==> config.mk <==
export PLATFORM = sky130hd
export DESIGN_NAME = cssel_matcher
export DESIGN_NICKNAME = d
export VERILOG_FILES = /design/src/rtl/cssel_pkg.sv /design/src/rtl/cssel_window.sv /design/src/rtl/cssel_prio.sv /design/src/rtl/cssel_spare.sv /design/src/rtl/cssel_matcher.sv
export SDC_FILE = /design/constraint.sdc
export NUM_CORES = 1
export LEC_CHECK = 0
export BUFFER_PORTS_ARGS = -buffer_cell sky130_fd_sc_hd__buf_2
export CORE_AREA = 5 5 216 218
export DETAILED_ROUTE_END_ITERATION = 10
export DIE_AREA = 0 0 221 223
export PLACE_DENSITY = 0.35
export REMOVE_ABC_BUFFERS = 1
export SLEW_MARGIN = 5
export SYNTH_ARGS = -nofsm -noshare
export SYNTH_HDL_FRONTEND = slang
export SYNTH_SLANG_ARGS = --single-unit
==> constraint.sdc <==
create_clock -name clk -period 3.9 [get_ports clk]
set_clock_uncertainty 0.2 [all_clocks]
set_input_delay 0.39 -clock clk [delete_from_list [all_inputs] [get_ports clk]]
set_output_delay 0.39 -clock clk [all_outputs]
set_load 0.02 [all_outputs]
==> src/rtl/cssel_pkg.sv <==
package cssel_pkg;

    localparam int ADDR_W = 32;
    localparam int RANK_W = 4;

    typedef logic [ADDR_W-1:0] addr_t;
    typedef logic [RANK_W-1:0] rank_t;

    localparam rank_t RANK_NONE = '1;

    // Newer register layout field constants
    localparam addr_t NEW_BASE_KEEP = 32'h1FF8_3FE0;
    localparam addr_t NEW_MASK_SET  = 32'h0007_C01F;
    localparam addr_t NEW_MASK_KEEP = 32'h1FFF_FFFF;

    // Older register layout field constants
    localparam addr_t OLD_BASE_KEEP = 32'hFFE0_FE00;
    localparam addr_t OLD_MASK_SET  = 32'h001F_01FF;
    localparam addr_t OLD_MASK_KEEP = 32'h3FFF_FFFF;
    localparam int    OLD_ADDR_SHL  = 4;

    typedef enum logic {
        FMT_OLD = 1'b0,
        FMT_NEW = 1'b1
    } reg_fmt_e;

    // A compare window: bits that must match, and the value they must hold
    typedef struct packed {
        addr_t care;
        addr_t value;
    } cs_win_t;

    typedef struct packed {
        logic hit;
        logic miss;
        logic err;
    } res_flags_t;

    function automatic cs_win_t make_window(reg_fmt_e fmt, addr_t raw_base, addr_t raw_mask);
        cs_win_t w;
        addr_t   b;
        addr_t   m;
        if (fmt == FMT_NEW) begin
            b = raw_base & NEW_BASE_KEEP;
            m = (raw_mask | NEW_MASK_SET) & NEW_MASK_KEEP;
        end else begin
            b = raw_base & OLD_BASE_KEEP;
            m = (raw_mask | OLD_MASK_SET) & OLD_MASK_KEEP;
        end
        w.care  = ~m;
        w.value = b & ~m;
        return w;
    endfunction

    function automatic addr_t cmp_address(reg_fmt_e fmt, addr_t a);
        return (fmt == FMT_NEW) ? a : (a << OLD_ADDR_SHL);
    endfunction

endpackage

==> src/rtl/cssel_window.sv <==
module cssel_window
    import cssel_pkg::*;
#(
    parameter int NUM_CS = 8
) (
    input  reg_fmt_e                 fmt,
    input  addr_t                    addr,
    input  logic [NUM_CS*ADDR_W-1:0] base_flat,
    input  logic [NUM_CS*ADDR_W-1:0] mask_flat,
    input  logic [NUM_CS-1:0]        en,
    output logic [NUM_CS-1:0]        hit_vec
);

    addr_t cmp_a;
    assign cmp_a = cmp_address(fmt, addr);

    for (genvar g = 0; g < NUM_CS; g++) begin : g_cs
        cs_win_t win;
        assign win = make_window(fmt,
                                 base_flat[g*ADDR_W +: ADDR_W],
                                 mask_flat[g*ADDR_W +: ADDR_W]);
        assign hit_vec[g] = en[g] && ((cmp_a & win.care) == win.value);
    end

endmodule

==> src/rtl/cssel_prio.sv <==
module cssel_prio #(
    parameter int NUM_CS = 8,
    parameter int IDX_W  = 3
) (
    input  logic [NUM_CS-1:0] hit_vec,
    output logic              any_hit,
    output logic [IDX_W-1:0]  first_idx
);

    // Scan from the top down so the lowest index is written last and wins
    always_comb begin
        first_idx = '0;
        for (int i = NUM_CS - 1; i >= 0; i--) begin
            if (hit_vec[i]) first_idx = IDX_W'(i);
        end
    end

    assign any_hit = |hit_vec;

endmodule

==> src/rtl/cssel_spare.sv <==
module cssel_spare
    import cssel_pkg::*;
#(
    parameter int NUM_CS = 8,
    parameter int IDX_W  = 3
) (
    input  logic             any_hit,
    input  logic [IDX_W-1:0] first_idx,
    input  rank_t            bad_rank,
    input  rank_t            spare_rank,
    output res_flags_t       flags,
    output logic [IDX_W-1:0] out_idx
);

    localparam rank_t CS_COUNT = RANK_W'(NUM_CS);

    logic spare_on;
    logic redirect;
    logic spare_exists;

    assign spare_on     = !((bad_rank == RANK_NONE) && (spare_rank == RANK_NONE));
    assign redirect     = any_hit && spare_on && (RANK_W'(first_idx) == bad_rank);
    assign spare_exists = spare_rank < CS_COUNT;

    always_comb begin
        flags.hit  = any_hit;
        flags.miss = !any_hit;
        flags.err  = redirect && !spare_exists;
        if (!any_hit)
            out_idx = '0;
        else if (redirect && spare_exists)
            out_idx = spare_rank[IDX_W-1:0];
        else
            out_idx = first_idx;
    end

endmodule

==> src/rtl/cssel_matcher.sv <==
module cssel_matcher
    import cssel_pkg::*;
#(
    parameter int NUM_CS = 8,
    localparam int IDX_W = (NUM_CS > 1) ? $clog2(NUM_CS) : 1
) (
    input  logic                     clk,
    input  logic                     rst,
    input  logic                     req_valid,
    input  logic [ADDR_W-1:0]        req_addr,
    input  logic                     fmt_new,
    input  logic [NUM_CS*ADDR_W-1:0] cs_base,
    input  logic [NUM_CS*ADDR_W-1:0] cs_mask,
    input  logic [NUM_CS-1:0]        cs_en,
    input  logic [RANK_W-1:0]        bad_rank,
    input  logic [RANK_W-1:0]        spare_rank,
    output logic                     rsp_valid,
    output logic                     rsp_hit,
    output logic                     rsp_miss,
    output logic [IDX_W-1:0]         rsp_cs,
    output logic                     rsp_spare_err
);

    reg_fmt_e          fmt;
    logic [NUM_CS-1:0] hit_vec;
    logic              any_hit;
    logic [IDX_W-1:0]  first_idx;
    res_flags_t        flags_d, flags_q;
    logic [IDX_W-1:0]  idx_d, idx_q;
    logic              valid_q;

    assign fmt = fmt_new ? FMT_NEW : FMT_OLD;

    cssel_window #(.NUM_CS(NUM_CS)) window_i (
        .fmt       (fmt),
        .addr      (req_addr),
        .base_flat (cs_base),
        .mask_flat (cs_mask),
        .en        (cs_en),
        .hit_vec   (hit_vec)
    );

    cssel_prio #(.NUM_CS(NUM_CS), .IDX_W(IDX_W)) prio_i (
        .hit_vec   (hit_vec),
        .any_hit   (any_hit),
        .first_idx (first_idx)
    );

    cssel_spare #(.NUM_CS(NUM_CS), .IDX_W(IDX_W)) spare_i (
        .any_hit    (any_hit),
        .first_idx  (first_idx),
        .bad_rank   (bad_rank),
        .spare_rank (spare_rank),
        .flags      (flags_d),
        .out_idx    (idx_d)
    );

    always_ff @(posedge clk) begin
        if (rst) begin
            valid_q <= 1'b0;
            flags_q <= '0;
            idx_q   <= '0;
        end else begin
            valid_q <= req_valid;
            if (req_valid) begin
                flags_q <= flags_d;
                idx_q   <= idx_d;
            end else begin
                flags_q <= '0;
                idx_q   <= '0;
            end
        end
    end

    assign rsp_valid     = valid_q;
    assign rsp_hit       = flags_q.hit;
    assign rsp_miss      = flags_q.miss;
    assign rsp_spare_err = flags_q.err;
    assign rsp_cs        = idx_q;

endmodule

======== Word level (Yosys, flattened, before mapping) ========
Index checks and enable logic that the tools add are counted.
Widths: inputs -> output; s select.
cells by class
  $lt $le $gt $ge ......................... 1
  equality and inequality tests ........... 11
  multiplexer cells ....................... 27
  bitwise logic cells ..................... 26
  reductions and logical operators ........ 19
operators by type and width
  kind                number
  $and 32x32->32      16
  $mux 32             9
  $eq 32x32->1        8
  $not 32->32         8
  $mux 30             8
  $mux 3              9
  $logic_and 1x1->1   13
  $eq 4x4->1 const B  2
  $reduce_or 8->1     1
  $eq 3x4->1          1
  $lt 4x4->1 const B  1
  $logic_not 1->1     3
  $reduce_or 3->1     1
  $not 1->1           2
  $reduce_or 2->1     1
  $mux 1              1
storage, ports and cells
  bits in registers ....................... 7
  input port bits ......................... 564
  output and inout port bits .............. 7
  logic and storage cells ................. 89

======== Logic depth before layout (Yosys ltp) ========
  word-level depth ........................ 18
  gate-level depth with buffers ........... 15
  gate-level depth less buffers ........... 11

======== Cells and area by module ========
From an unflattened synthesis, not the netlist that was laid out.
second synthesis, totals
  cell total of the unflattened synthesis .. 455
  area, all modules ....................... 3696.0 µm²
by module, submodules not included
  module         times used  cells each  area each (µm²)  sequential area each (µm²)
  cssel_window   1           398         3206.8           0.0
  cssel_spare    1           30          209.0            0.0
  cssel_matcher  1           14          198.9            140.1
  cssel_prio     1           13          81.3             0.0

======== Worst setup path after synthesis ========
No wires, ideal clock.
  path kind ............................... input to register
  start ................................... in fmt_new
  end ..................................... reg idx_q[1] (netlist: rsp_cs[1])
  library setup time ...................... 0.132 ns
  arrival ................................. 3.067 ns
  data required time ...................... 3.568 ns
  path slack .............................. 0.501 ns
  stages .................................. 13
  buffers on the path ..................... 2
  cell sequence ........................... buf_6 -> buf_12 -> mux2i_4 -> mux2i_1 -> o2111ai_1 -> nor4_2 -> nand3_1 -> a211o_1 -> and2_1 -> nand3b_4 -> a211oi_4 -> mux2i_1 -> nor2_1
on the way
  longest elaborated chain between the ends .. 18
  elaborated cells on any way between the ends .. 74
  classes of those cells .................. eq/ne: 9; mux: 27; bitwise: 25; reduce/logical: 13
ends and longest elaborated chain
  what                                      RTL line                             source
  start, declared                           cssel_matcher.sv:11                  input logic fmt_new,
  $mux 1 (*)                                cssel_matcher.sv:32                  assign fmt = fmt_new ? FMT_NEW : FMT_OLD;
  $mux 30                                   cssel_pkg.sv:43                      if (fmt == FMT_NEW) begin
  $not 32->32                               cssel_pkg.sv:50, cssel_pkg.sv:51
  $and 32x32->32, on equally long branches  cssel_window.sv:22, cssel_pkg.sv:51
  $eq 32x32->1                              cssel_window.sv:22                   assign hit_vec[g] = en[g] && ((cmp_a & win.care) == win.value);
  $logic_and 1x1->1                         cssel_window.sv:22
  $mux 3 (8 in a row)                       cssel_prio.sv:14                     if (hit_vec[i]) first_idx = IDX_W'(i);
  $eq 3x4->1                                cssel_spare.sv:22                    assign redirect = any_hit && spare_on && (RANK_W'(first_idx) == bad_rank);
  $logic_and 1x1->1                         cssel_spare.sv:22
  $logic_and 1x1->1                         cssel_spare.sv:31                    else if (redirect && spare_exists)
  $mux 3                                    cssel_spare.sv:31
  end signal, assigned                      cssel_matcher.sv:67                  idx_q <= idx_d;
  end, declared                             cssel_matcher.sv:29                  logic [IDX_W-1:0] idx_d, idx_q;
Every way passes the cells marked *; elsewhere a longest branch is shown, timed or not.
A chain may end at the register's enable or synchronous reset.

======== Final worst setup path ========
Ends and elaborated chain as after synthesis.

==> metrics.txt <==
Async SR Flop Fraction 0; synth-to-layout area growth 114%; top_reg_cell synth dfxtp_1; slowest stage cell, crit path a211o_1; Pins Over Slew Limit 0; largest net degree at the start of global routing 16; Leak Pwr 3.99 nW; Hold Path Class primary input to flip-flop; dominant cells by area after synthesis xor2_1 21%, xnor2_1 16%, o22ai_1 7.9%; Die W 221 µm; hold buffers post-CTS 0; Final setup viols 0; Max H-tree Level 1; Routed WL per cell 20.1 µm; share of layout cells above drive strength 1 0.588; delay-heaviest family, CP simple AND/OR/NAND/NOR gates; Synth top area share 0.205; gr usage total 0.129; std cell rows 78; GPL Wtd Cong 0.893; Clock power frac 0.134; synthesized instance count 523; Detail Route Antenna Nets 0; total wire length 33900 µm; final period utilization 0.961; global-route wire length before repair 46400 µm; Die Area 49300 µm²; CP Buf/Inv Count 6; Power Dens Cells 149 nW/µm²; Slew HR 0.545; IO Count 571; core region area 44700 µm²; HPWL after DPL 31000 µm; Critical Path RT 3810 ps; CP cell instances buf_12 -> buf_12 -> buf_12 -> mux2i_4 -> buf_4 -> buf_4 -> xor2_1 -> o22a_1 -> nor4bb_1 -> buf_4 -> nand3_1 -> a211o_1 -> and2_4 -> nand3b_4 -> a211oi_4 -> mux2i_1 -> nor2_1; initial drt markers 166; Fmax 0.267 GHz; routed vias/inst 3.63; GRT overflow 0; Design Power 1.29 mW; mapped cell area 4050 µm²; Post-synth EDFFs 0; min cycle time layout 3750 ps; starting density of the core 0.0907; CP endpoint kind flip-flop; Post-synth top cells 95 x xor2_1, 73 x xnor2_1, 53 x nor2_1; status complete, no violations; CP Class primary input to flip-flop; synth unique cells 58; final instance area 8680 µm²; Internal Power 0.757 mW; Synth Register Bits 7; worst vdd ir 74.0 µV; Hold Fails Final Rpt 0; DR pass1 iterations 4; remaining routing DRC violations 0; Seq/Total Area, Yosys 0.0346; Psw 0.534 mW; routed via count 6118; Root Driver clkbuf_16; max cap viols 0; maximum clock path buffer count 2; Worst path max stage delay 390 ps; initial antenna violation count 4; Clock transition at path regs 40 ps; crit path max fanout 6; switching share of total power 0.414; Die Span Y 223 µm; count leader, synth xor2_1; Worst-Margin Slew 683 ps; CTS Buf Count 3; combinational fraction of design power 0.809; Worst setup SP type primary input; syn avg cell area 7.75 µm²; fin nets 1649; CP arrival 3660 ps; CTS tree done; DP Area 8020 µm²; Ys Warns 0; share of power burned in registers 0.057; dominant cell type by area after synthesis xor2_1; number of global-route vias before repair 6695; CTS Sinks 7; Setup TNS 0 ps; number of port buffers 418; hold_ws 170 ps
==> layer usage <==
metal | wire (µm) | GRT usage | up-vias | part of all wire
met4 | 348 | 0.0142 | 8 | 0.010
met3 | 2110 | 0.0272 | 28 | 0.062
met1 | 15000 | 0.166 | 2744 | 0.44
met2 | 16500 | 0.229 | 282 | 0.48
li1 | - | - | 3056 | -
met5 | 49 | 0 | - | 0.0014
==> kinds of logic after synthesis <==
group / Yosys count / synth area share
compound gates: 127 / 0.221
mux: 39 / 0.136
simple gates: 158 / 0.210
flops: 7 / 0.0346
xor+xnor: 169 / 0.367
buf+inv: 23 / 0.0306
==> power groups by stage <==
| stage | Clock, mW | Combinational [mW] | Sequential, mW |
|---|---|---|---|
| final | 0.173 | 1.04 | 0.0735 |
| after CTS | 0.177 | 1.01 | 0.0735 |
| after global placement | 0 | 0.975 | 0.0745 |
| after detailed placement | 0 | 0.980 | 0.0746 |
| after floorplan | 0 | 0.353 | 0.0762 |
| after global routing | 0.183 | 1.14 | 0.0736 |
==> stage by stage <==
stage	std cells	worst slack, ps	util
global route	1684	-14.3	0.194
CTS	1668	24.8	0.185
floorplan	506	850	-
global placement	1658	-546	0.179
finish	1685	153	0.194
detailed placement	1658	-529	0.179
==> path summary, 6_finish.rpt <==
kind               endpoint  depth (start not counted)  slack (ps)  startpoint
setup / recovery  rsp_cs[1]                         17         150     fmt_new
hold / removal    rsp_valid                          2         170         rst
==> placed cells by master, fill, tap and decap left out, types with 6 or more instances in the layout <==
master    Yosys  final
xnor2_1      73     73
o211ai_1      7      7
buf_12        1     21
nor2b_1      25     25
and3_1        6      6
xor2_1       95     90
mux2i_1      26     16
o22a_1        6      6
nand3_1      13     12
mux2i_4      13     17
nor3_1       10      8
buf_2        11    417
inv_1         6      6
nand2_1       9      8
o22ai_1      51     50
dfxtp_1       7      7
buf_4         0    128
mux2i_2       0      6
o21ai_0      17     17
nor4_4        0      6
nor2_1       53     53
==> area by class of cell <==
class	instances	area, µm²
Clock buffer	4	78.8
Sequential cell	7	140
Inverter	6	22.5
Multi-Input combinational cell	493	4100
Timing Repair Buffer	574	3590
Antenna cell	1	2.50
Tap cell	600	751
Fill cell	5210	36000
==> state kept, by name, summed over array words and instances (netlist names) <==
signal         count
rsp_cs             3
rsp_hit            1
rsp_miss           1
rsp_spare_err      1
rsp_valid          1
==> what timing repair did <==
action | in CTS | in global routing
setup endpoints to repair | 4 | 3
setup buffers | 6 | 17
gates cloned | 1 | 0
resized for setup | 17 | 47
pin swaps | 6 | 13
No activity file was read; power rests on OpenSTA's default activity.
